==> src/rtl/ptp_tod_pkg.sv <==
package ptp_tod_pkg;
  typedef enum logic [2:0] {
    A_CTRL    = 3'd0,
    A_INCR    = 3'd1,
    A_SEC_UPD = 3'd2,
    A_SUB_UPD = 3'd3,
    A_ADD_UPD = 3'd4,
    A_SEC     = 3'd5,
    A_SUB     = 3'd6,
    A_ADDEND  = 3'd7
  } reg_addr_e;

  localparam int unsigned C_INIT   = 0;
  localparam int unsigned C_UPDATE = 1;
  localparam int unsigned C_ADDEND = 2;
  localparam int unsigned C_FINE   = 3;
  localparam int unsigned C_BINARY = 4;

  typedef struct packed {
    logic addend;
    logic update;
    logic init;
  } cmd_t;
endpackage

==> src/rtl/ptp_tod_regs.sv <==
module ptp_tod_regs
  import ptp_tod_pkg::*;
#(
  parameter int unsigned DATA_W = 32,
  parameter int unsigned SEC_W  = 32,
  parameter int unsigned SUB_W  = 31,
  parameter int unsigned ACC_W  = 32
) (
  input  logic              clk_i,
  input  logic              rst_ni,
  input  logic              wr_en_i,
  input  logic [2:0]        wr_addr_i,
  input  logic [DATA_W-1:0] wr_data_i,
  input  logic              rd_en_i,
  input  logic [2:0]        rd_addr_i,
  output logic [DATA_W-1:0] rd_data_o,
  input  logic [SEC_W-1:0]  sec_i,
  input  logic [SUB_W-1:0]  sub_i,
  input  logic [ACC_W-1:0]  addend_i,
  output cmd_t              cmd_o,
  output logic              fine_o,
  output logic              binary_o,
  output logic [SUB_W-1:0]  incr_o,
  output logic [SEC_W-1:0]  sec_upd_o,
  output logic [SUB_W-1:0]  sub_upd_o,
  output logic              neg_o,
  output logic [ACC_W-1:0]  add_upd_o
);
  logic [SEC_W-1:0] shadow_q;
  logic             wr_ctrl;

  assign wr_ctrl = wr_en_i && (wr_addr_i == A_CTRL);

  always_ff @(posedge clk_i or negedge rst_ni) begin
    if (!rst_ni) begin
      cmd_o     <= '0;
      fine_o    <= 1'b0;
      binary_o  <= 1'b0;
      incr_o    <= '0;
      sec_upd_o <= '0;
      sub_upd_o <= '0;
      neg_o     <= 1'b0;
      add_upd_o <= '0;
      shadow_q  <= '0;
    end else begin
      // pending commands live for exactly one cycle
      cmd_o <= wr_ctrl ? cmd_t'(wr_data_i[C_ADDEND:C_INIT]) : '0;
      if (wr_ctrl) begin
        fine_o   <= wr_data_i[C_FINE];
        binary_o <= wr_data_i[C_BINARY];
      end
      if (wr_en_i) begin
        unique case (wr_addr_i)
          A_INCR:    incr_o    <= wr_data_i[SUB_W-1:0];
          A_SEC_UPD: sec_upd_o <= wr_data_i[SEC_W-1:0];
          A_SUB_UPD: begin
            sub_upd_o <= wr_data_i[SUB_W-1:0];
            neg_o     <= wr_data_i[DATA_W-1];
          end
          A_ADD_UPD: add_upd_o <= wr_data_i[ACC_W-1:0];
          default: ;
        endcase
      end
      if (rd_en_i && (rd_addr_i == A_SUB)) shadow_q <= sec_i;
    end
  end

  always_comb begin
    rd_data_o = '0;
    unique case (rd_addr_i)
      A_CTRL: begin
        rd_data_o[C_INIT]   = cmd_o.init;
        rd_data_o[C_UPDATE] = cmd_o.update;
        rd_data_o[C_ADDEND] = cmd_o.addend;
        rd_data_o[C_FINE]   = fine_o;
        rd_data_o[C_BINARY] = binary_o;
      end
      A_INCR:    rd_data_o = DATA_W'(incr_o);
      A_SEC_UPD: rd_data_o = DATA_W'(sec_upd_o);
      A_SUB_UPD: begin
        rd_data_o[SUB_W-1:0]  = sub_upd_o;
        rd_data_o[DATA_W-1]   = neg_o;
      end
      A_ADD_UPD: rd_data_o = DATA_W'(add_upd_o);
      A_SEC:     rd_data_o = DATA_W'(shadow_q);
      A_SUB:     rd_data_o = DATA_W'(sub_i);
      default:   rd_data_o = DATA_W'(addend_i);
    endcase
  end
endmodule

==> src/rtl/ptp_tod_rate.sv <==
module ptp_tod_rate #(
  parameter int unsigned ACC_W = 32
) (
  input  logic             clk_i,
  input  logic             rst_ni,
  input  logic             fine_i,
  input  logic             load_i,
  input  logic [ACC_W-1:0] add_upd_i,
  output logic [ACC_W-1:0] addend_o,
  output logic             tick_o
);
  logic [ACC_W-1:0] acc_q;
  logic [ACC_W:0]   sum;

  assign sum    = {1'b0, acc_q} + {1'b0, addend_o};
  assign tick_o = fine_i ? sum[ACC_W] : 1'b1;

  always_ff @(posedge clk_i or negedge rst_ni) begin
    if (!rst_ni) begin
      acc_q    <= '0;
      addend_o <= '0;
    end else begin
      acc_q <= sum[ACC_W-1:0];
      if (load_i) addend_o <= add_upd_i;
    end
  end
endmodule

==> src/rtl/ptp_tod_time.sv <==
module ptp_tod_time #(
  parameter int unsigned SEC_W    = 32,
  parameter int unsigned SUB_W    = 31,
  parameter int unsigned DEC_ROLL = 1_000_000_000
) (
  input  logic             clk_i,
  input  logic             rst_ni,
  input  logic             binary_i,
  input  logic             tick_i,
  input  logic             init_i,
  input  logic             update_i,
  input  logic             neg_i,
  input  logic [SEC_W-1:0] sec_upd_i,
  input  logic [SUB_W-1:0] sub_upd_i,
  input  logic [SUB_W-1:0] incr_i,
  output logic [SEC_W-1:0] sec_o,
  output logic [SUB_W-1:0] sub_o
);
  localparam logic [SUB_W:0] BIN_R = {1'b1, {SUB_W{1'b0}}};
  localparam logic [SUB_W:0] DEC_R = (SUB_W+1)'(DEC_ROLL);

  logic [SUB_W:0]   roll, sum, wrapped;
  logic [SUB_W-1:0] step;
  logic             wrap;
  logic [SEC_W-1:0] sec_add, sec_next;

  always_comb begin
    roll     = binary_i ? BIN_R : DEC_R;
    step     = update_i ? sub_upd_i : incr_i;
    sum      = {1'b0, sub_o} + {1'b0, step};
    wrap     = (sum >= roll);
    wrapped  = wrap ? (sum - roll) : sum;
    sec_add  = update_i ? sec_upd_i : '0;
    // subtract flag removes the carry implied by the complement encoding
    sec_next = sec_o + sec_add + SEC_W'(wrap) - SEC_W'(update_i & neg_i);
  end

  always_ff @(posedge clk_i or negedge rst_ni) begin
    if (!rst_ni) begin
      sec_o <= '0;
      sub_o <= '0;
    end else if (init_i) begin
      sec_o <= sec_upd_i;
      sub_o <= sub_upd_i;
    end else if (update_i || tick_i) begin
      sec_o <= sec_next;
      sub_o <= wrapped[SUB_W-1:0];
    end
  end
endmodule

==> src/rtl/ptp_tod_counter.sv <==
module ptp_tod_counter
  import ptp_tod_pkg::*;
#(
  parameter int unsigned DATA_W   = 32,
  parameter int unsigned SEC_W    = 32,
  parameter int unsigned SUB_W    = 31,
  parameter int unsigned ACC_W    = 32,
  parameter int unsigned DEC_ROLL = 1_000_000_000
) (
  input  logic              clk_i,
  input  logic              rst_ni,
  input  logic              wr_en_i,
  input  logic [2:0]        wr_addr_i,
  input  logic [DATA_W-1:0] wr_data_i,
  input  logic              rd_en_i,
  input  logic [2:0]        rd_addr_i,
  output logic [DATA_W-1:0] rd_data_o,
  output logic [SEC_W-1:0]  sec_o,
  output logic [SUB_W-1:0]  sub_o
);
  cmd_t             cmd;
  logic             fine, binary, neg, tick;
  logic [SUB_W-1:0] incr, sub_upd;
  logic [SEC_W-1:0] sec_upd;
  logic [ACC_W-1:0] add_upd, addend;

  ptp_tod_regs #(
    .DATA_W(DATA_W), .SEC_W(SEC_W), .SUB_W(SUB_W), .ACC_W(ACC_W)
  ) u_regs (
    .clk_i     (clk_i),
    .rst_ni    (rst_ni),
    .wr_en_i   (wr_en_i),
    .wr_addr_i (wr_addr_i),
    .wr_data_i (wr_data_i),
    .rd_en_i   (rd_en_i),
    .rd_addr_i (rd_addr_i),
    .rd_data_o (rd_data_o),
    .sec_i     (sec_o),
    .sub_i     (sub_o),
    .addend_i  (addend),
    .cmd_o     (cmd),
    .fine_o    (fine),
    .binary_o  (binary),
    .incr_o    (incr),
    .sec_upd_o (sec_upd),
    .sub_upd_o (sub_upd),
    .neg_o     (neg),
    .add_upd_o (add_upd)
  );

  ptp_tod_rate #(.ACC_W(ACC_W)) u_rate (
    .clk_i     (clk_i),
    .rst_ni    (rst_ni),
    .fine_i    (fine),
    .load_i    (cmd.addend),
    .add_upd_i (add_upd),
    .addend_o  (addend),
    .tick_o    (tick)
  );

  ptp_tod_time #(
    .SEC_W(SEC_W), .SUB_W(SUB_W), .DEC_ROLL(DEC_ROLL)
  ) u_time (
    .clk_i     (clk_i),
    .rst_ni    (rst_ni),
    .binary_i  (binary),
    .tick_i    (tick),
    .init_i    (cmd.init),
    .update_i  (cmd.update),
    .neg_i     (neg),
    .sec_upd_i (sec_upd),
    .sub_upd_i (sub_upd),
    .incr_i    (incr),
    .sec_o     (sec_o),
    .sub_o     (sub_o)
  );
endmodule

==> config.mk <==
export PLATFORM = sky130hd
export DESIGN_NAME = ptp_tod_counter
export DESIGN_NICKNAME = d
export VERILOG_FILES = /design/src/rtl/ptp_tod_pkg.sv /design/src/rtl/ptp_tod_regs.sv /design/src/rtl/ptp_tod_rate.sv /design/src/rtl/ptp_tod_time.sv /design/src/rtl/ptp_tod_counter.sv
export SDC_FILE = /design/constraint.sdc
export NUM_CORES = 1
export LEC_CHECK = 0
export BUFFER_PORTS_ARGS = -buffer_cell sky130_fd_sc_hd__buf_2
export CAP_MARGIN = 20
export CORE_MARGIN = 2
export CORE_UTILIZATION = 56
export CTS_CLUSTER_DIAMETER = 120
export DETAILED_ROUTE_END_ITERATION = 8
export GPL_TIMING_DRIVEN = 0
export PLACE_DENSITY_LB_ADDON = 0.08
export SLEW_MARGIN = 20
export SYNTH_ARGS = -nofsm -noshare
export SYNTH_HDL_FRONTEND = slang
export SYNTH_HIERARCHICAL = 1
export SYNTH_SLANG_ARGS = --single-unit
==> constraint.sdc <==
create_clock -name clk_i -period 9.65 [get_ports clk_i]
set_input_delay 1.93 -clock clk_i [delete_from_list [all_inputs] [get_ports clk_i]]
set_output_delay 1.93 -clock clk_i [all_outputs]
set_load 0.05 [all_outputs]
==> reports/results.ini, run 1 <==
[status]
status=finished, final reports clean

[die]
dieWidth_um=195
io_pins=137
initial_utilization_pct=57.0
rows=69
core_area_mm2=0.0357
die_y_um=195
dieArea_mm2=0.0378

[grt]
grt_pass1_vias=17143
antenna_found_initial=4
gr-total-overflow=0
groute.usage.overall_pct=35.9
grt_pass1_wl_um=103000
grt_max_degree=100

[placement]
placed_cell_area_mm2=0.0217
dp_hpwl_um=54200
placed_cells=2646
gp_congestion=0.990
io_buffers=135

[worst_setup_path]
cp_top_family=compound AO/OA/AOI/OAI gates
end_kind=flop
startpoint_type=flop
critPathSlowestCell=dfrtp_1
max_stage_delay_ns=0.50
cp_num_buf_inv=5
crit_fanout=10
worstSetupPathType=reg2reg
worstPathArrival_ns=9.77
required_ns=10.12

[timing]
tightest_slew_ns=1.10
fin_skew_ns=0.0173
whs_ns=0.473
period_share_pct=96.4
maxSlewViolCount=0
final_hold_viol_count=0
fmax_mhz=108
min_period_ns=9.30
maxSlewHeadroom_pct=26.5
setup_violations=0

[synth]
ys_top_cells_by_count=291 x dfrtp_1, 245 x mux2_2, 160 x nand2_1
synth_fp_nets=2231
synthCells=2046
async_reset_ff_share_pct=100
synth_area_leader_cell=dfrtp_1
ys_seq_elements=291
netlist_area_mm2=0.0203
synth-edff-count=0
ys_seq_area_share_pct=35.8
netlist.area_leader.share_pct=35.8
synth.most_common_cell=dfrtp_1
yosysWarnings=6
syn_area_per_cell_um2=9.94
synth.distinct_cells=96
synthTopCellsByArea=dfrtp_1 36%, mux2_2 14%, ha_1 8.6%
synthFlopType=dfrtp_1

[run]
maxCapViolCount=0

[drt]
drc=0
vias_per_cell=6.43
drt_iter0_markers=1758
routed-via-count=17413
wl_um=68500
drtPass1Iterations=7
routedWlPerCell_um=25.3
antenna_left=0

[layout]
nFillCells=3027
final_nets=2405
drive_gt1_share_pct=24.4
syn_to_final_growth_pct=12.4
post-route-util_pct=64.1
final_cell_area_mm2=0.0229
stdcell_count=2706

[clocking]
cts.clk_slew.worst_paths_ns=0.06
cts_tree=built
cts-root-buf=clkbuf_16
cts.sinks=291
clockBufferDepth=3
clock_latency_ns=0.59
htreeDepth=1
cts_buffers=31

[min_path]
hold_path_class=reg2reg

-- stage by stage --
step                      setup slack [ns]  setup TNS (ns)
final                                0.350               0
after global placement              -0.568           -2.87
after detailed placement            -0.639           -3.64
after global routing               -0.0782         -0.0782
after floorplan                       1.65               0
after CTS                          0.00424               0
-- cells by family (layout without fill, tap and decap cells) --
| group | count (synthesis) | in the layout | share of synthesized area, % |
|---|---|---|---|
| compound gates | 510 | 510 | 17.7 |
| xor+xnor | 93 | 93 | 4.08 |
| fa+ha+maj | 143 | 143 | 8.95 |
| buf+inv | 214 | 411 | 4.71 |
| flops | 291 | 291 | 35.8 |
| mux | 312 | 312 | 17.1 |
| other cells | 0 | 2 | 0 |
| simple gates | 483 | 483 | 11.7 |
-- worst paths after layout --
| kind | start | end | slack (ns) | cells past startpoint |
|---|---|---|---|---|
| setup / recovery | u_regs/cmd_o[1] | u_time/sec_o[30] | 0.35 | 38 |
| hold / removal | u_rate/acc_q[0] | u_rate/acc_q[0] | 0.47 | 1 |
| setup reg to reg | u_regs/cmd_o[1] | u_time/sec_o[30] | 0.35 | 38 |
| hold reg to reg | u_rate/acc_q[0] | u_rate/acc_q[0] | 0.47 | 1 |
| max in group asynchronous | rst_ni | u_rate/acc_q[1] | 7.20 | 3 |
| min in group asynchronous | rst_ni | u_time/sub_o[28] | 1.25 | 1 |
-- layout make-up --
class / instances / area (µm²) / area share [%]
Sequential cell: 291 / 7280 / 31.9
Antenna cell: 2 / 5.00 / 0.0219
Tap cell: 461 / 577 / 2.52
Clock inverter: 11 / 140 / 0.613
Multi-Input combinational cell: 1541 / 12200 / 53.4
Inverter: 113 / 424 / 1.86
Clock buffer: 45 / 888 / 3.89
Timing Repair Buffer: 141 / 791 / 3.46
Buffer: 101 / 546 / 2.39
-- timing repair --
action / in CTS / in global routing
pin swaps: 0 / 1
hold buffers: 0 / 0
buffers inserted: 0 / 2
endpoints found under the setup margin: 11 / 10
gates resized for setup: 8 / 20
-- metal layers --
layer	GRT usage, %	wire, µm	part of all wire [%]	vias up
li1	-	-	-	7871
met1	49.9	29300	43	8663
met2	57.0	31000	45	745
met3	6.00	5570	8.1	130
met4	12.2	2640	3.9	4
met5	0	24	0.035	-
-- worst reg2reg max path: cells and delay by family, from the launching register on --
kind                     cells  cell delay [ns]
AND/OR/NAND/NOR              8             1.31
adder cells (fa/ha/maj)      5             1.74
AO/OA/AOI/OAI               16             3.54
flip-flops                   1             0.50
multiplexers                 2             0.52
buffers and inverters        5             1.25
XOR/XNOR                     2             0.33
-- layout by cell type, fill, tap and decap left out, drive strengths merged, types with 26 or more instances in the layout --
| cell | Yosys | routed |
|---|---|---|
| a211oi | 52 | 52 |
| a21o | 37 | 37 |
| a21oi | 130 | 130 |
| a221oi | 43 | 43 |
| buf | 57 | 200 |
| clkbuf | 44 | 87 |
| dfrtp | 291 | 291 |
| ha | 139 | 139 |
| inv | 113 | 114 |
| mux2 | 278 | 278 |
| mux2i | 34 | 34 |
| nand2 | 162 | 162 |
| nand3 | 32 | 32 |
| nor2 | 111 | 111 |
| nor2b | 27 | 27 |
| nor3 | 26 | 26 |
| o21ai | 85 | 85 |
| xnor2 | 55 | 55 |
| xor2 | 38 | 38 |
-- sequential cells by signal, indices dropped and copies added, names as in the netlist --
name	flops
u_rate/addend_o	32
u_regs/shadow_q	32
u_rate/acc_q	32
u_regs/cmd_o	3
u_time/sub_o	31
u_regs/add_upd_o	32
u_regs/sec_upd_o	32
u_regs/sub_upd_o	31
u_regs/fine_o	1
u_regs/incr_o	31
u_time/sec_o	32
u_regs/binary_o	1
u_regs/neg_o	1
Power of run 1 is left out: the tool's default activity adds up to more than one toggle a clock period on the data nets, which glitch-free logic cannot reach.
==> run 2: changes to the inputs <==
Settings changed: BUFFER_PORTS_ARGS -buffer_cell sky130_fd_sc_hd__buf_2 to unset, CORE_UTILIZATION 56 to 50, DONT_BUFFER_PORTS set to 1, GPL_ROUTABILITY_DRIVEN set to 1.
==> run 2 against run 1 <==
Net effect:
- clock skew hardly changed
- fmax is 0.83% higher
- non-clock buffer count down 137
- sequential share of layout area up 0.69 points
- global-route usage decreased by 3.3 points
- critical path type unchanged
- critical endpoint unchanged
==> reports/results.ini, run 2 (synthesis gave the netlist of run 1 again) <==
[layout]
drive_gt1_share_pct=20.9
nFillCells=3601
final_nets=2272
stdcell_count=2635
diodes=0
final_cell_mix=290 x dfrtp_1, 245 x mux2_2, 160 x nand2_1
final_common_cell=dfrtp_1
syn_to_final_growth_pct=10.0

[timing]
maxSlewViolCount=0
period_share_pct=95.6
maxSlewHeadroom_pct=20.1
fmax_mhz=108
min_period_ns=9.22
final_hold_viol_count=0
setup_violations=0
tightest_slew_ns=1.20
fin_skew_ns=0.0172

[worst_setup_path]
end_kind=flop
required_ns=10.06
crit_fanout=10
cp_num_buf_inv=4
critPathSlowestCell=or4_1
cp_common_cell=ha_1
startpoint_type=flop
worstPathArrival_ns=9.63
max_stage_delay_ns=0.47
cp_top_family=compound AO/OA/AOI/OAI gates
worstSetupPathType=reg2reg

[drt]
routedWlPerCell_um=26.3
routed-via-count=16752
drtPass1Iterations=7
antenna_left=0
wl_um=69200
vias_per_cell=6.36
drc=0
drt_iter0_markers=1494

[clocking]
cts-root-buf=clkbuf_16
cts_buffers=35
clockBufferDepth=3
clock_latency_ns=0.53
cts.clk_slew.worst_paths_ns=0.06
cts.sinks=291
cts_tree=built
htreeDepth=2

[grt]
antenna_found_initial=2
gr-total-overflow=0
grt_pass1_wl_um=101000
grt_pass1_vias=16282
grt_max_degree=292
groute.usage.overall_pct=32.6

[die]
rows=73
die_y_um=206
dieWidth_um=206
io_pins=137
core_area_mm2=0.0399
dieArea_mm2=0.0423
initial_utilization_pct=50.9

[placement]
dp_hpwl_um=54000
gp_congestion=0.959
io_buffers=0
placed_cells=2572

[status]
status=finished, final reports clean

[min_path]
hold_path_class=reg2reg

[run]
maxCapViolCount=0

## run 2: final cells by class
cell class / count / area [µm²] / area share (%)
Multi-Input combinational cell: 1541 / 12300 / 55.1
Sequential cell: 291 / 7280 / 32.6
Clock buffer: 49 / 1020 / 4.56
Tap cell: 525 / 657 / 2.94
Buffer: 101 / 544 / 2.43
Inverter: 113 / 424 / 1.90
Clock inverter: 11 / 91.3 / 0.408
Timing Repair Buffer: 4 / 30.0 / 0.134
## run 2: metrics by stage
| step | instance area [µm²] | hold slack, ns | setup WS, ns | util, % | TNS [ns] |
|---|---|---|---|---|---|
| global placement | 21000 | 0.453 | -0.511 | 52.6 | -2.68 |
| floorplan | 20300 | 0.443 | 1.65 | - | 0 |
| detailed placement | 21100 | 0.469 | -0.564 | 52.9 | -3.30 |
| CTS | 22300 | 0.484 | 0.0659 | 55.8 | 0 |
| finish | 22400 | 0.477 | 0.426 | 56.1 | 0 |
| global route | 22400 | 0.497 | -0.112 | 56.1 | -0.112 |
## run 2: what timing repair did
item                       CTS  global route
pin swaps                    0             4
hold buffers                 0             0
setup endpoints to repair   11            11
setup buffers                0             3
resized for setup           10            15
## run 2: worst paths after layout
| check | cells past startpoint | to | slack, ns | from |
|---|---|---|---|---|
| worst max-delay path | 36 | u_time/sec_o[30] | 0.43 | u_regs/cmd_o[1] |
| worst min-delay path | 1 | u_rate/acc_q[0] | 0.48 | u_rate/acc_q[0] |
| worst max register to register | 36 | u_time/sec_o[30] | 0.43 | u_regs/cmd_o[1] |
| worst min register to register | 1 | u_rate/acc_q[0] | 0.48 | u_rate/acc_q[0] |
| max in group asynchronous | 0 | u_regs/cmd_o[1] | 7.99 | rst_ni |
| min in group asynchronous | 0 | u_time/sub_o[28] | 1.09 | rst_ni |
## run 2: metal layers
metal	global-route usage, %	vias up	wire [µm]
met5	0	-	0
met1	43.3	8296	29100
met3	9.12	122	6970
met2	50.7	725	30700
li1	-	7609	-
met4	11.7	0	2480
Power of run 2 is left out for the same reason.
==> run 3: changes to the inputs <==
Settings changed: CTS_CLUSTER_DIAMETER 120 to unset.
Clock period 9.65 ns to 11.44 ns, I/O delays scaled along.
==> run 3 against run 2 <==
Net effect:
- count of clock-buffer cells in the layout unchanged
- global-route usage about the same
- first-iteration DRC count grew 7.2%
- wire length decreased by 0.56%
- non-clock buffer count decreased by 3
- register-to-register slack better by 0.42 ns
- design area down 0.56%
- fmax is 13% lower
- hold slack about the same
- critical path depth rose by 1
- cell count down 0.11%
- clock skew up 0.0012 ns
==> reports/results.ini, run 3 (synthesis gave the netlist of run 1 again) <==
[layout]
regArea_mm2=0.00728
final_common_cell=dfrtp_1
drive_gt1_share_pct=20.1
nFillCells=3601
final_nets=2269
syn_to_final_growth_pct=9.42
diodes=0
final_cell_mix=291 x dfrtp_1, 245 x mux2_2, 160 x nand2_1
multiInputGateArea_mm2=0.0122

[drt]
wl_um=68800
drt_iter0_markers=1602
vias_per_cell=6.36
routed-via-count=16748
routedWlPerCell_um=26.1
antenna_left=0
drc=0
drtPass1Iterations=5

[timing]
maxSlewHeadroom_pct=19.9
setup_violations=0
fin_skew_ns=0.0184
fmax_mhz=94.4
final_hold_viol_count=0
rsz0062_at_grt=false
period_share_pct=92.6
tightest_slew_ns=1.20
maxSlewViolCount=0
finalSetupTns_ns=0
whs_ns=0.477
min_period_ns=10.59

[min_path]
whs_path_depth=1
hold_path_class=reg2reg

[worst_setup_path]
worstPathArrival_ns=11.00
cp_top_family=compound AO/OA/AOI/OAI gates
required_ns=11.85
crit_fanout=10
cp_common_cell=ha_1
end_kind=flop
cp.depth=37
worstSetupPathType=reg2reg
max_stage_delay_ns=0.61
ff2ff_setup_slack_ns=0.85
critPathSlowestCell=clkbuf_1
startpoint_type=flop
r2r_cells=37
cp_num_buf_inv=4

[clocking]
cts_hold_buffers=0
cts.sinks=291
htreeDepth=2
clockBufferDepth=3
cts_resized=0
cts_tree=built
cts.clk_slew.worst_paths_ns=0.06
cts_setup_buffers=0
cts_buffers=35
clock_latency_ns=0.54
cts-root-buf=clkbuf_16

[die]
dieWidth_um=206
dieArea_mm2=0.0423
io_pins=137
rows=73
core_area_mm2=0.0399
initial_utilization_pct=50.9
die_y_um=206

[placement]
gp_congestion=0.959
io_buffers=0
dp_hpwl_um=54000

[grt]
gr-usage-met3_pct=9.14
grt_use_met2_pct=50.4
gr-total-overflow=0
grt_busiest_layer=met2
groute.usage.overall_pct=32.5
grt_pass1_wl_um=101000
met1_usage_pct=43.2
grt_max_degree=292
grt_pass1_vias=16263
antenna_found_initial=2

[status]
status=finished, final reports clean

[run]
maxCapViolCount=0

-- run 3: layout make-up --
class | instances | share of cell area (%)
inverter | 113 | 1.91
multi-input combinational | 1541 | 55.0
clock inverter | 11 | 0.411
buffer | 101 | 2.40
clock buffer | 49 | 4.59
sequential | 291 | 32.7
tap | 525 | 2.95
timing repair buffer | 1 | 0.0337
-- run 3: layer usage --
metal  wire, µm  share of wire [%]  vias up
li1           -                  -     7596
met1      28600                 42     8283
met2      30400                 44      728
met3       7210                 10      141
met4       2590                3.8        0
met5          0                  0        -
-- run 3: through the flow --
stage	instance area [µm²]	utilization, %	cells	setup WS, ns
3_3_place_gp	21000	52.6	2571	1.28
3_5_place_dp	21100	52.9	2572	1.23
4_1_cts	22200	55.7	2632	1.14
2_1_floorplan	20300	-	2046	3.44
5_1_grt	22200	55.7	2632	0.365
6_report	22200	55.7	2632	0.849
-- run 3: final timing paths --
kind                                       end       startpoint
max                           u_time/sec_o[30]  u_regs/cmd_o[1]
min in group asynchronous     u_time/sub_o[28]           rst_ni
max in group asynchronous  u_regs/sub_upd_o[3]           rst_ni
min                            u_rate/acc_q[0]  u_rate/acc_q[0]
max reg2reg                   u_time/sec_o[30]  u_regs/cmd_o[1]
min reg2reg                    u_rate/acc_q[0]  u_rate/acc_q[0]
Power of run 3 is left out for the same reason.
